[config.mk]
export PLATFORM = sky130hd
export DESIGN_NAME = legacy_seg_router
export DESIGN_NICKNAME = d
export VERILOG_FILES = /design/src/rtl/lsr_pkg.sv /design/src/rtl/lsr_attr_bank.sv /design/src/rtl/lsr_seg_decode.sv /design/src/rtl/lsr_route.sv /design/src/rtl/legacy_seg_router.sv
export SDC_FILE = /design/constraint.sdc
export NUM_CORES = 1
export LEC_CHECK = 0
export CAP_MARGIN = 20
export CELL_PAD_IN_SITES_DETAIL_PLACEMENT = 0
export CELL_PAD_IN_SITES_GLOBAL_PLACEMENT = 1
export CORE_ASPECT_RATIO = 0.9
export CORE_MARGIN = 3
export CORE_UTILIZATION = 25
export CTS_CLUSTER_DIAMETER = 40
export DETAILED_ROUTE_END_ITERATION = 12
export PLACE_DENSITY = 0.61
export SYNTH_ARGS = -nofsm -noshare
export SYNTH_HDL_FRONTEND = slang
export SYNTH_SLANG_ARGS = --single-unit
export TNS_END_PERCENT = 50
[constraint.sdc]
create_clock -name clk -period 3.55 [get_ports clk]
set_input_delay 0.355 -clock clk [delete_from_list [all_inputs] [get_ports clk]]
set_output_delay 0.355 -clock clk [all_outputs]
set_load 0.005 [all_outputs]
[src/rtl/lsr_pkg.sv]
package lsr_pkg;
   typedef struct packed {
      logic wr_en;
      logic rd_en;
   } seg_attr_t;

   localparam int FIELD_BITS = 4;
   localparam int ATTR_BITS  = 2;
endpackage

[src/rtl/lsr_attr_bank.sv]
module lsr_attr_bank #(
   parameter int                CFG_AW   = 8,
   parameter logic [CFG_AW-1:0] REG_BASE = 8'h59,
   parameter int                NUM_REGS = 7,
   parameter bit                RD_REG   = 1'b0,
   localparam int               NUM_FLD  = 2 * NUM_REGS
) (
   input  logic                                   clk,
   input  logic                                   rst_n,
   input  logic                                   cfg_we,
   input  logic [CFG_AW-1:0]                      cfg_addr,
   input  logic [7:0]                             cfg_wdata,
   output logic [7:0]                             cfg_rdata,
   output logic [NUM_FLD*lsr_pkg::ATTR_BITS-1:0]  attr_vec
);
   import lsr_pkg::*;

   logic [CFG_AW-1:0] rel_off;
   logic              off_hit;
   logic [7:0]        rd_comb;
   logic [1:0]        unused_rsv;

   assign rel_off    = cfg_addr - REG_BASE;
   assign off_hit    = (cfg_addr >= REG_BASE) && (rel_off < CFG_AW'(NUM_REGS));
   assign unused_rsv = {^cfg_wdata[7:6], ^cfg_wdata[3:2]};

   // Field 0 has no segment: tied to zero. Others hold two live bits.
   assign attr_vec[ATTR_BITS-1:0] = '0;

   for (genvar f = 1; f < NUM_FLD; f++) begin : g_fld
      localparam int REG_IX = f / 2;
      localparam int NIB_LO = (f % 2) * FIELD_BITS;
      seg_attr_t fld_q;

      always_ff @(posedge clk) begin
         if (!rst_n)
            fld_q <= '0;
         else if (cfg_we && off_hit && (rel_off == CFG_AW'(REG_IX)))
            fld_q <= cfg_wdata[NIB_LO +: ATTR_BITS];
      end

      assign attr_vec[f*ATTR_BITS +: ATTR_BITS] = fld_q;

      AST_WRITE_LANDS: assert property (@(posedge clk) disable iff (!rst_n)
         (cfg_we && cfg_addr == REG_BASE + CFG_AW'(REG_IX))
         |=> (fld_q == $past(cfg_wdata[NIB_LO +: ATTR_BITS])));
   end

   always_comb begin
      rd_comb = '0;
      for (int r = 0; r < NUM_REGS; r++) begin
         if (off_hit && rel_off == CFG_AW'(r))
            rd_comb = {2'b00, attr_vec[(2*r+1)*ATTR_BITS +: ATTR_BITS],
                       2'b00, attr_vec[(2*r)*ATTR_BITS +: ATTR_BITS]};
      end
   end

   if (RD_REG) begin : g_rd_reg
      always_ff @(posedge clk) begin
         if (!rst_n) cfg_rdata <= '0;
         else        cfg_rdata <= rd_comb;
      end
   end else begin : g_rd_comb
      assign cfg_rdata = rd_comb;
   end

   AST_RSV_READ_ZERO: assert property (@(posedge clk) disable iff (!rst_n)
      (cfg_rdata & 8'hCC) == 8'h00);
   AST_UNMAPPED_READ_ZERO: assert property (@(posedge clk) disable iff (!rst_n)
      (!RD_REG && !off_hit) |-> (cfg_rdata == 8'h00));
endmodule

[src/rtl/lsr_seg_decode.sv]
module lsr_seg_decode #(
   parameter int  ADDR_W = 32,
   localparam int FIX_W  = 4
) (
   input  logic [ADDR_W-1:0] addr,
   output logic              in_win,
   output logic [FIX_W-1:0]  fld_ix
);
   logic upper_clear;
   logic unused_low;

   if (ADDR_W > 20) begin : g_wide
      assign upper_clear = (addr[ADDR_W-1:20] == '0);
   end else begin : g_narrow
      assign upper_clear = 1'b1;
   end

   assign unused_low = ^addr[13:0];
   assign in_win     = upper_clear && (addr[19:18] == 2'b11);

   // 0xF0000-0xFFFFF -> field 1; 16 KB segment n of 0xC0000-0xEFFFF -> field n+2
   always_comb begin
      if (addr[17:16] == 2'b11) fld_ix = FIX_W'(1);
      else                      fld_ix = FIX_W'(2) + FIX_W'(addr[17:14]);
   end
endmodule

[src/rtl/lsr_route.sv]
module lsr_route (
   input  logic               clk,
   input  logic               rst_n,
   input  logic               txn_valid,
   input  logic               txn_write,
   input  logic               in_win,
   input  lsr_pkg::seg_attr_t attr,
   output logic               rsp_valid,
   output logic               rsp_to_mem,
   output logic               rsp_target,
   output logic               rsp_outside
);
   logic claim;

   assign claim = in_win && (txn_write ? attr.wr_en : attr.rd_en);

   always_ff @(posedge clk) begin
      if (!rst_n) begin
         rsp_valid   <= 1'b0;
         rsp_to_mem  <= 1'b0;
         rsp_target  <= 1'b0;
         rsp_outside <= 1'b0;
      end else begin
         rsp_valid   <= txn_valid;
         rsp_to_mem  <= txn_valid && claim;
         rsp_target  <= txn_valid && claim;
         rsp_outside <= txn_valid && !in_win;
      end
   end

   AST_OUTSIDE_NO_CLAIM: assert property (@(posedge clk) disable iff (!rst_n)
      rsp_outside |-> (!rsp_to_mem && !rsp_target));
   AST_RSP_FOLLOWS: assert property (@(posedge clk) disable iff (!rst_n)
      txn_valid |=> rsp_valid);
   AST_RSP_IDLE: assert property (@(posedge clk) disable iff (!rst_n)
      !txn_valid |=> (!rsp_valid && !rsp_to_mem && !rsp_outside));
endmodule

[src/rtl/legacy_seg_router.sv]
module legacy_seg_router #(
   parameter int                ADDR_W   = 32,
   parameter int                CFG_AW   = 8,
   parameter logic [CFG_AW-1:0] REG_BASE = 8'h59,
   parameter int                NUM_REGS = 7,
   parameter bit                RD_REG   = 1'b0
) (
   input  logic              clk,
   input  logic              rst_n,
   input  logic              cfg_we,
   input  logic [CFG_AW-1:0] cfg_addr,
   input  logic [7:0]        cfg_wdata,
   output logic [7:0]        cfg_rdata,
   input  logic              txn_valid,
   input  logic [ADDR_W-1:0] txn_addr,
   input  logic              txn_write,
   output logic              rsp_valid,
   output logic              rsp_to_mem,
   output logic              rsp_target,
   output logic              rsp_outside
);
   import lsr_pkg::*;

   localparam int NUM_FLD = 2 * NUM_REGS;
   localparam int FIX_W   = 4;

   if (ADDR_W < 20) begin : g_chk_aw
      $error("ADDR_W must cover the 1 MB legacy window");
   end
   if (NUM_REGS != 7) begin : g_chk_regs
      $error("segment map needs exactly seven attribute registers");
   end
   if (int'(REG_BASE) + NUM_REGS > (1 << CFG_AW)) begin : g_chk_base
      $error("attribute registers overflow the configuration space");
   end

   logic [NUM_FLD*ATTR_BITS-1:0] attr_vec;
   logic                         in_win;
   logic [FIX_W-1:0]             fld_ix;
   seg_attr_t                    sel_attr;

   lsr_attr_bank #(
      .CFG_AW(CFG_AW), .REG_BASE(REG_BASE), .NUM_REGS(NUM_REGS), .RD_REG(RD_REG)
   ) u_bank (
      .clk(clk), .rst_n(rst_n), .cfg_we(cfg_we), .cfg_addr(cfg_addr),
      .cfg_wdata(cfg_wdata), .cfg_rdata(cfg_rdata), .attr_vec(attr_vec)
   );

   lsr_seg_decode #(.ADDR_W(ADDR_W)) u_dec (
      .addr(txn_addr), .in_win(in_win), .fld_ix(fld_ix)
   );

   assign sel_attr = attr_vec[fld_ix*ATTR_BITS +: ATTR_BITS];

   lsr_route u_route (
      .clk(clk), .rst_n(rst_n), .txn_valid(txn_valid), .txn_write(txn_write),
      .in_win(in_win), .attr(sel_attr), .rsp_valid(rsp_valid),
      .rsp_to_mem(rsp_to_mem), .rsp_target(rsp_target), .rsp_outside(rsp_outside)
   );

   AST_DECODE_RANGE: assert property (@(posedge clk) disable iff (!rst_n)
      in_win |-> (fld_ix >= FIX_W'(1) && fld_ix < FIX_W'(NUM_FLD)));
   AST_RESET_QUIET: assert property (@(posedge clk)
      !rst_n |=> (!rsp_valid && !rsp_to_mem && !rsp_target));
endmodule

# Word-level counts from Yosys, hierarchy flattened
# Cells that the tools add are included.
# op_classes
n_addsub,2
multipliers,0
div_mod_pow,0
magnitude_cmp,2
eq_ne,8
shift,1
mux,9
bitwise_logic,0
reduce_logical,23
# ops
operator,count
6-bit 2-to-1 mux,7
28-bit by 6-bit indexed part select with 2-bit output,1
"8-bit by 3-bit == test with 1-bit output, second input constant",3
1-bit logical AND,20
"8-bit by 2-bit == test with 1-bit output, second input constant",2
12-bit zero test,1
"8-bit by 1-bit == test with 1-bit output, second input constant",1
"8-bit by 7-bit greater-or-equal comparator with 1-bit output, second input constant",1
8-bit zero test,1
"8-bit by 3-bit < comparator with 1-bit output, second input constant",1
"8-bit by 7-bit subtractor with 8-bit output, second input constant",1
"2-bit by 4-bit adder with 4-bit output, first input constant",1
"2-bit == test, second input constant",2
4-bit 2-to-1 mux,1
1-bit zero test,1
1-bit 2-to-1 mux,1
# word_totals
register_bits,29
latch_bits,0
ram_bits,0
mem_bits_ro,0
output_inout_bits,12
memories,0

# Longest topological paths before layout
# Gate-level depths: netlist (run 1).
# depth
ltp_word,11
mapped_depth,6

# Hierarchy
# Synthesis (run 1) repeated with hierarchy kept, for this count alone.
# hier_totals
cells_unflattened,208
area_unflattened_um2,1886.8
# modules_own_cells
module,n_inst,cells_each,area_each_um2
lsr_attr_bank,1,166,1466.4
legacy_seg_router,1,23,239.0
lsr_route,1,8,97.6
lsr_seg_decode,1,11,83.8

# Worst setup path after synthesis (run 1)
# Ideal clock, no wire load.
# synth_timing
path_kind,input -> output
from,input cfg_addr[1]
to,output cfg_rdata[5]
arrival_ps,1305
setup_slack_ps,1890
stages,5
path_cell_list,buf_2 buf_2 mux2_2 a22oi_1 o22ai_1
# synth_between
elab_chain_cells,11
# synth_rtl
item,line,rtl
from (decl),legacy_seg_router.sv:11,"input logic [CFG_AW-1:0] cfg_addr,"
8-bit by 7-bit subtractor with 8-bit output,lsr_attr_bank.sv:23,assign rel_off = cfg_addr - REG_BASE;
8-bit by 3-bit < comparator with 1-bit output,lsr_attr_bank.sv:24,assign off_hit = (cfg_addr >= REG_BASE) && (rel_off < CFG_AW'(NUM_REGS));
1-bit logical AND,lsr_attr_bank.sv:24,
1-bit logical AND,lsr_attr_bank.sv:52,if (off_hit && rel_off == CFG_AW'(r))
6-bit 2-to-1 mux (6 in a row),lsr_attr_bank.sv:52,
6-bit 2-to-1 mux (*),lsr_attr_bank.sv:52,
to (decl),legacy_seg_router.sv:13,"output logic [7:0] cfg_rdata,"
# Mark *: on every way between the ends. The rest lies on a longest branch, timed or not.

# Final worst setup path (run 1)
# layout_timing
from,input cfg_addr[1]
to,output cfg_rdata[4]
# The elaborated chain is that of the path after synthesis.

==> flow_metrics.tcl, run 1 <==
set metrics [dict create \
    core_area_um2 6830 \
    leakage_nw 0.807 \
    finClkSkew_ns 0.00261 \
    min_from "u_bank.attr_vec[27]$_SDFFE_PN0P_" \
    fmax_mhz 364 \
    path_clk_slew_ns 0.06 \
    area_growth_syn_to_layout_pct 30.8 \
    place.gp.congestion 0.798 \
    startpoint_type "primary input" \
    power_density_nw_per_um2 299 \
    syn_area_um2 1830 \
    slew_viol_final 0 \
    ys.flop_type "dfxtp_1" \
    dr_total_vias 1595 \
    cts.sinks 29 \
    antenna_found_initial 0 \
    synth_edf_count 0 \
    required_ns 3.19 \
    post_cts_resized 0 \
    path_max_fanout 6 \
    arrival_ns 2.39 \
    min_path_type "reg2reg" \
    dpl.hpwl_mm 3.97 \
    port_buffers 42 \
    post-route-drc-count 0 \
    hold_buffers 0 \
    r2r_slack_ns 2.13 \
    r2r_start "u_bank.attr_vec[20]$_SDFFE_PN0P_" \
    drtIter0Drc 83 \
    ff2ff_path_depth 5 \
    clk_path_buf_depth 2 \
    cts_tree "built" \
    critPathKind "in2out" \
    worstMarginPinSlew_ns 0.818 \
    fin_crit_sh_pct 77.3 \
    diodes 0 \
    ys_seq_area_share_pct 31.7 \
    die_area_um2 8390 \
    avgViaCountPerCell 4.85 \
    maxSlewHeadroom_pct 45.3 \
    rr_endpoint "u_route.rsp_to_mem$_SDFF_PN0_" \
    grt_usage_pct 13.7 \
    htreeDepth 2 \
    synth_seq_cells 29 \
    yosysUniqueCellTypes 51 \
    placed_cells 322 \
    syn_avg_cell_area_um2 9.25 \
    synth_top_area_share_pct 31.7 \
    die_x_um 96.2 \
    report.final.setup_viol 0 \
    final_hold_viol_count 0 \
    hold_end "u_bank.attr_vec[27]$_SDFFE_PN0P_" \
    wl_per_cell_um 16.1 \
    yosysTopAreaCell "dfxtp_1" \
    cts-root-buf "clkbuf_8" \
    die_h_um 87.2 \
    drive_above_1_share_pct 10.9 \
    vdd_drop_max_uv 112 \
    initial_core_util_pct 26.8 \
    final_cells 329 \
    drt-total-wl_mm 5.30 \
    postCtsSetupBuffers 0 \
    grt_max_degree 28 \
    fin_crit_ns 2.74 \
    pin_count 65 \
    yosys_warnings 0 \
    rsz0062_at_grt "false" \
    syn_inst 198 \
    overflow 0 \
    synth_area_leaders "dfxtp_1, mux2i_1, nor2b_1" \
    drtAntennaViolNets 0 \
    finalSetupTns_ns 0 \
    layout.nets 293 \
    min_path_cells 2 \
    outcome "complete, no violations" \
    end_kind "primary output" \
    clk_latency_ns 0.27 \
    max-cap-violations 0 \
    async_flop_share_pct 0 \
    grt_pass1_vias 1654 \
    cts_buffers 5 \
    drt-pass1-iter-count 4 \
    rows 28 \
    grt_pass1_wl_mm 8.71 \
]
==> cells in the mapped netlist, types with 3 or more instances <==
cell,number
a21boi_0,6
nor2b_1,20
o21ai_0,11
mux2_2,5
nand3_1,4
a22oi_1,4
a31oi_1,3
mux2_1,4
o22ai_1,4
mux2i_1,25
nor2_1,6
buf_4,5
a21oi_1,3
buf_2,5
nand2_1,15
dfxtp_1,29
inv_1,3
==> stage by stage <==
step / setup slack (ns) / hold slack (ns) / util [%] / total power [mW] / area (µm²)
after floorplan: 1.89 / 0.462 / - / 0.390 / 1840
after global placement: 0.811 / 0.497 / 33.8 / 0.452 / 2310
after detailed placement: 0.802 / 0.494 / 33.8 / 0.450 / 2310
after CTS: 0.802 / 0.504 / 35.1 / 0.726 / 2400
after global routing: 0.639 / 0.528 / 35.1 / 0.752 / 2400
final: 0.805 / 0.509 / 35.1 / 0.716 / 2400
==> logic make-up (layout without fill, tap and decap cells) <==
group,after synthesis,count (layout),share of synthesized area [%]
fa+ha+maj,1,1,0.683
compound gates,52,52,20.6
buf+inv,16,54,5.05
mux,35,35,20.6
other cells,1,4,0.205
flops,29,29,31.7
simple gates,64,64,21.1
==> critical path, stage by stage <==
cell,delay [ns]
clkdlybuf4s50_1,0.65
mux2_2,0.39
a22o_1,0.19
a22oi_1,0.20
o22ai_1,0.11
clkdlybuf4s50_1,0.48
==> routing by layer <==
metal	wire, µm	GRT usage, %
met5	0	0
met3	347	3.89
met1	2690	20.0
met2	2210	19.5
met4	47	4.13
==> flip-flops by register name, summed over array words and instances (netlist names) <==
register / flops
u_bank.attr_vec: 26
u_route.rsp_outside: 1
u_route.rsp_to_mem: 1
u_route.rsp_valid: 1
==> layout make-up <==
class,instances,area (µm²)
timing repair buffer,44,435
tap,90,113
multi-input combinational,156,1170
inverter,3,11.3
clock buffer,7,86.3
sequential,29,581
fill,714,4440
==> how the worst max path moves through the flow <==
| stage | endpoint | from | depth (start not counted) | slack (ns) |
|---|---|---|---|---|
| 2_1_floorplan | cfg_rdata[5] | cfg_addr[1] | 5 | 1.89 |
| 3_3_place_gp | cfg_rdata[1] | cfg_addr[0] | 6 | 0.81 |
| 3_5_place_dp | cfg_rdata[1] | cfg_addr[0] | 6 | 0.80 |
| 4_1_cts | cfg_rdata[1] | cfg_addr[0] | 6 | 0.80 |
| 5_1_grt | cfg_rdata[1] | cfg_addr[7] | 6 | 0.64 |
| 6_report | cfg_rdata[4] | cfg_addr[1] | 6 | 0.81 |
==> cells in the final DEF, fill, tap and decap left out, types with 2 or more instances in the layout <==
cell type / count
a21boi_1: 2
nor4b_1: 2
nor2b_1: 20
conb_1: 4
inv_1: 3
and2_1: 2
nand4_1: 2
clkdlybuf4s50_1: 42
o22a_1: 2
dfxtp_1: 29
a32oi_1: 2
o21a_1: 2
clkbuf_8: 6
a21boi_0: 6
a31oi_1: 3
o2111ai_1: 2
a21oi_1: 3
o22ai_1: 4
nand2_1: 15
nand3_1: 4
o21ai_0: 11
mux2_1: 4
a22oi_1: 4
mux2_2: 5
mux2i_1: 25
nor3_1: 2
nor2_1: 6
a22o_1: 2
buf_4: 2
nor3_2: 2
==> power by group <==
part	switching (mW)	internal [mW]
Clock	0.119	0.153
Combinational	0.0546	0.0613
Sequential	0.000549	0.327
Power figures use the tool's default switching activity.
==> inputs of run 2 (changes only) <==
clock period = 2.85 ns   (was 3.55 ns; I/O delays follow)
==> run 2 against run 1 <==
  * Wire length grew 1.5%
  * Register-to-register slack lost 0.68 ns
  * Core utilization grew 0.55 points
  * First-iteration DRC count grew 16%
  * Count of clock-buffer cells in the layout is the same
==> flow_metrics.tcl, run 2 (synthesis results as in run 1) <==
set metrics [dict create \
    outcome "complete, no violations" \
    clk_path_buf_depth 2 \
    cts.sinks 29 \
    grt_max_degree 28 \
    p_clk_share_pct 38.6 \
    diodes 0 \
    leakage_nw 0.831 \
    pin_count 65 \
    crit_start "cfg_addr[1]" \
    core_area_um2 6830 \
    ff_latch_area_um2 581 \
    fin_hold_ws_ns 0.507 \
    arrival_ns 2.32 \
    place.gp.congestion 0.834 \
    seqPwrFrac_pct 45.1 \
    wl_per_cell_um 16.1 \
    nFillCells 720 \
    path_clk_slew_ns 0.06 \
    drt-pass1-iter-count 4 \
    post-route-drc-count 0 \
    grt_usage_pct 13.8 \
    overflow 0 \
    share_comb_of_total_power_pct 16.3 \
    min_from "u_bank.attr_vec[27]$_SDFFE_PN0P_" \
    path_max_fanout 14 \
    grt_pass1_wl_mm 8.69 \
    fmax_mhz 384 \
    startpoint_type "primary input" \
    htreeDepth 2 \
    antenna_found_initial 0 \
    path_cells "clkdlybuf4s50_1 > buf_4 > and2b_1 > a22o_1 > a22oi_1 > o22ai_1 > clkdlybuf4s50_1" \
    cp_slowest_cell "clkdlybuf4s50_1" \
    max-cap-violations 0 \
    area_growth_syn_to_layout_pct 32.9 \
    hold_buffers 0 \
    power_switching_share_pct 25.2 \
    fin_crit_sh_pct 91.3 \
    critPathMaxStageDelay_ns 0.54 \
    postCtsSetupBuffers 0 \
    p_switching_mw 0.228 \
    finClkSkew_ns 0.00155 \
    power_density_nw_per_um2 372 \
    grt_pass1_vias 1616 \
    critPathKind "in2out" \
    crit_family "buffers and inverters" \
    dpl.hpwl_mm 4.05 \
    port_buffers 42 \
    layout.nets 298 \
    avgViaCountPerCell 4.85 \
    min_path_type "reg2reg" \
    fin_crit_ns 2.60 \
    multi_input_area_um2 1170 \
    cp.buffers_inverters 3 \
    largest_register_ffs 26 \
    rsz0062_at_grt "false" \
    cts_buffers 5 \
    end_kind "primary output" \
    drtIter0Drc 96 \
    drt-total-wl_mm 5.38 \
    layout_commonest_cell "clkdlybuf4s50_1" \
    drtAntennaViolNets 0 \
    clk_latency_ns 0.28 \
    vdd_drop_max_uv 176 \
    report.final.setup_viol 0 \
    r2r_start "u_bank.attr_vec[22]$_SDFFE_PN0P_" \
    drive_above_1_share_pct 12.7 \
    final_cell_mix "clkdlybuf4s50_1, dfxtp_1, mux2i_1" \
    die_x_um 96.2 \
    cts-root-buf "clkbuf_8" \
    post_cts_resized 0 \
    slew_viol_final 0 \
    initial_core_util_pct 26.8 \
    final_hold_viol_count 0 \
    p_int_mw 0.678 \
    required_ns 2.57 \
    die_area_um2 8390 \
    rows 28 \
    finalSetupTns_ns 0 \
    die_h_um 87.2 \
    cpMostUsedCell "clkdlybuf4s50_1" \
    dr_total_vias 1619 \
    cts_tree "built" \
]
[run 2: final cells by class]
cell class	instances	share of cell area, %
clock buffer	7	3.55
inverter	3	0.463
multi-input combinational	156	48.1
sequential	29	23.9
tap	90	4.63
timing repair buffer	49	19.4
[run 2: metal layers]
| metal | wire, µm | track usage [%] | part of all wire, % | vias up |
|---|---|---|---|---|
| met2 | 2190 | 18.2 | 41 | 44 |
| li1 | - | - | - | 816 |
| met3 | 293 | 3.63 | 5.5 | 5 |
| met5 | 0 | 0 | 0 | - |
| met1 | 2830 | 21.1 | 53 | 754 |
| met4 | 59 | 4.78 | 1.1 | 0 |
[run 2: final timing paths]
path,slack [ns],cells after the start,end
max,0.25,7,cfg_rdata[5]
min,0.51,2,u_bank.attr_vec[27]$_SDFFE_PN0P_
max reg2reg,1.45,5,u_route.rsp_to_mem$_SDFF_PN0_
min reg2reg,0.51,2,u_bank.attr_vec[27]$_SDFFE_PN0P_
[run 2: metrics by stage]
step	std cells	util (%)	area [µm²]	power, mW	setup slack [ns]
2_1_floorplan	201	-	1840	0.486	1.31
3_3_place_gp	327	34.4	2350	0.566	0.242
3_5_place_dp	327	34.4	2350	0.565	0.250
4_1_cts	334	35.6	2430	0.916	0.230
5_1_grt	334	35.6	2430	0.946	0.118
6_report	334	35.6	2430	0.905	0.249
[run 2: power by group through the flow]
| stage | logic (mW) | clock network (mW) | registers (mW) |
|---|---|---|---|
| after floorplan | 0.0691 | 0 | 0.417 |
| after global placement | 0.149 | 0 | 0.417 |
| after detailed placement | 0.148 | 0 | 0.417 |
| after CTS | 0.148 | 0.360 | 0.408 |
| after global routing | 0.161 | 0.378 | 0.408 |
| final | 0.148 | 0.349 | 0.408 |
[run 2: worst reg2reg max path: cells and delay by family (launching register included)]
kind / cells / cell delay [ns]
multiplexers: 1 / 0.19
AO/OA/AOI/OAI: 4 / 0.78
flip-flops: 1 / 0.36
==> inputs of run 3 (changes only) <==
SKIP_CTS_REPAIR_TIMING = 1   (was not set)
==> results of run 3 <==
No change in the layout: final DEF, timing and power equal those of run 2.
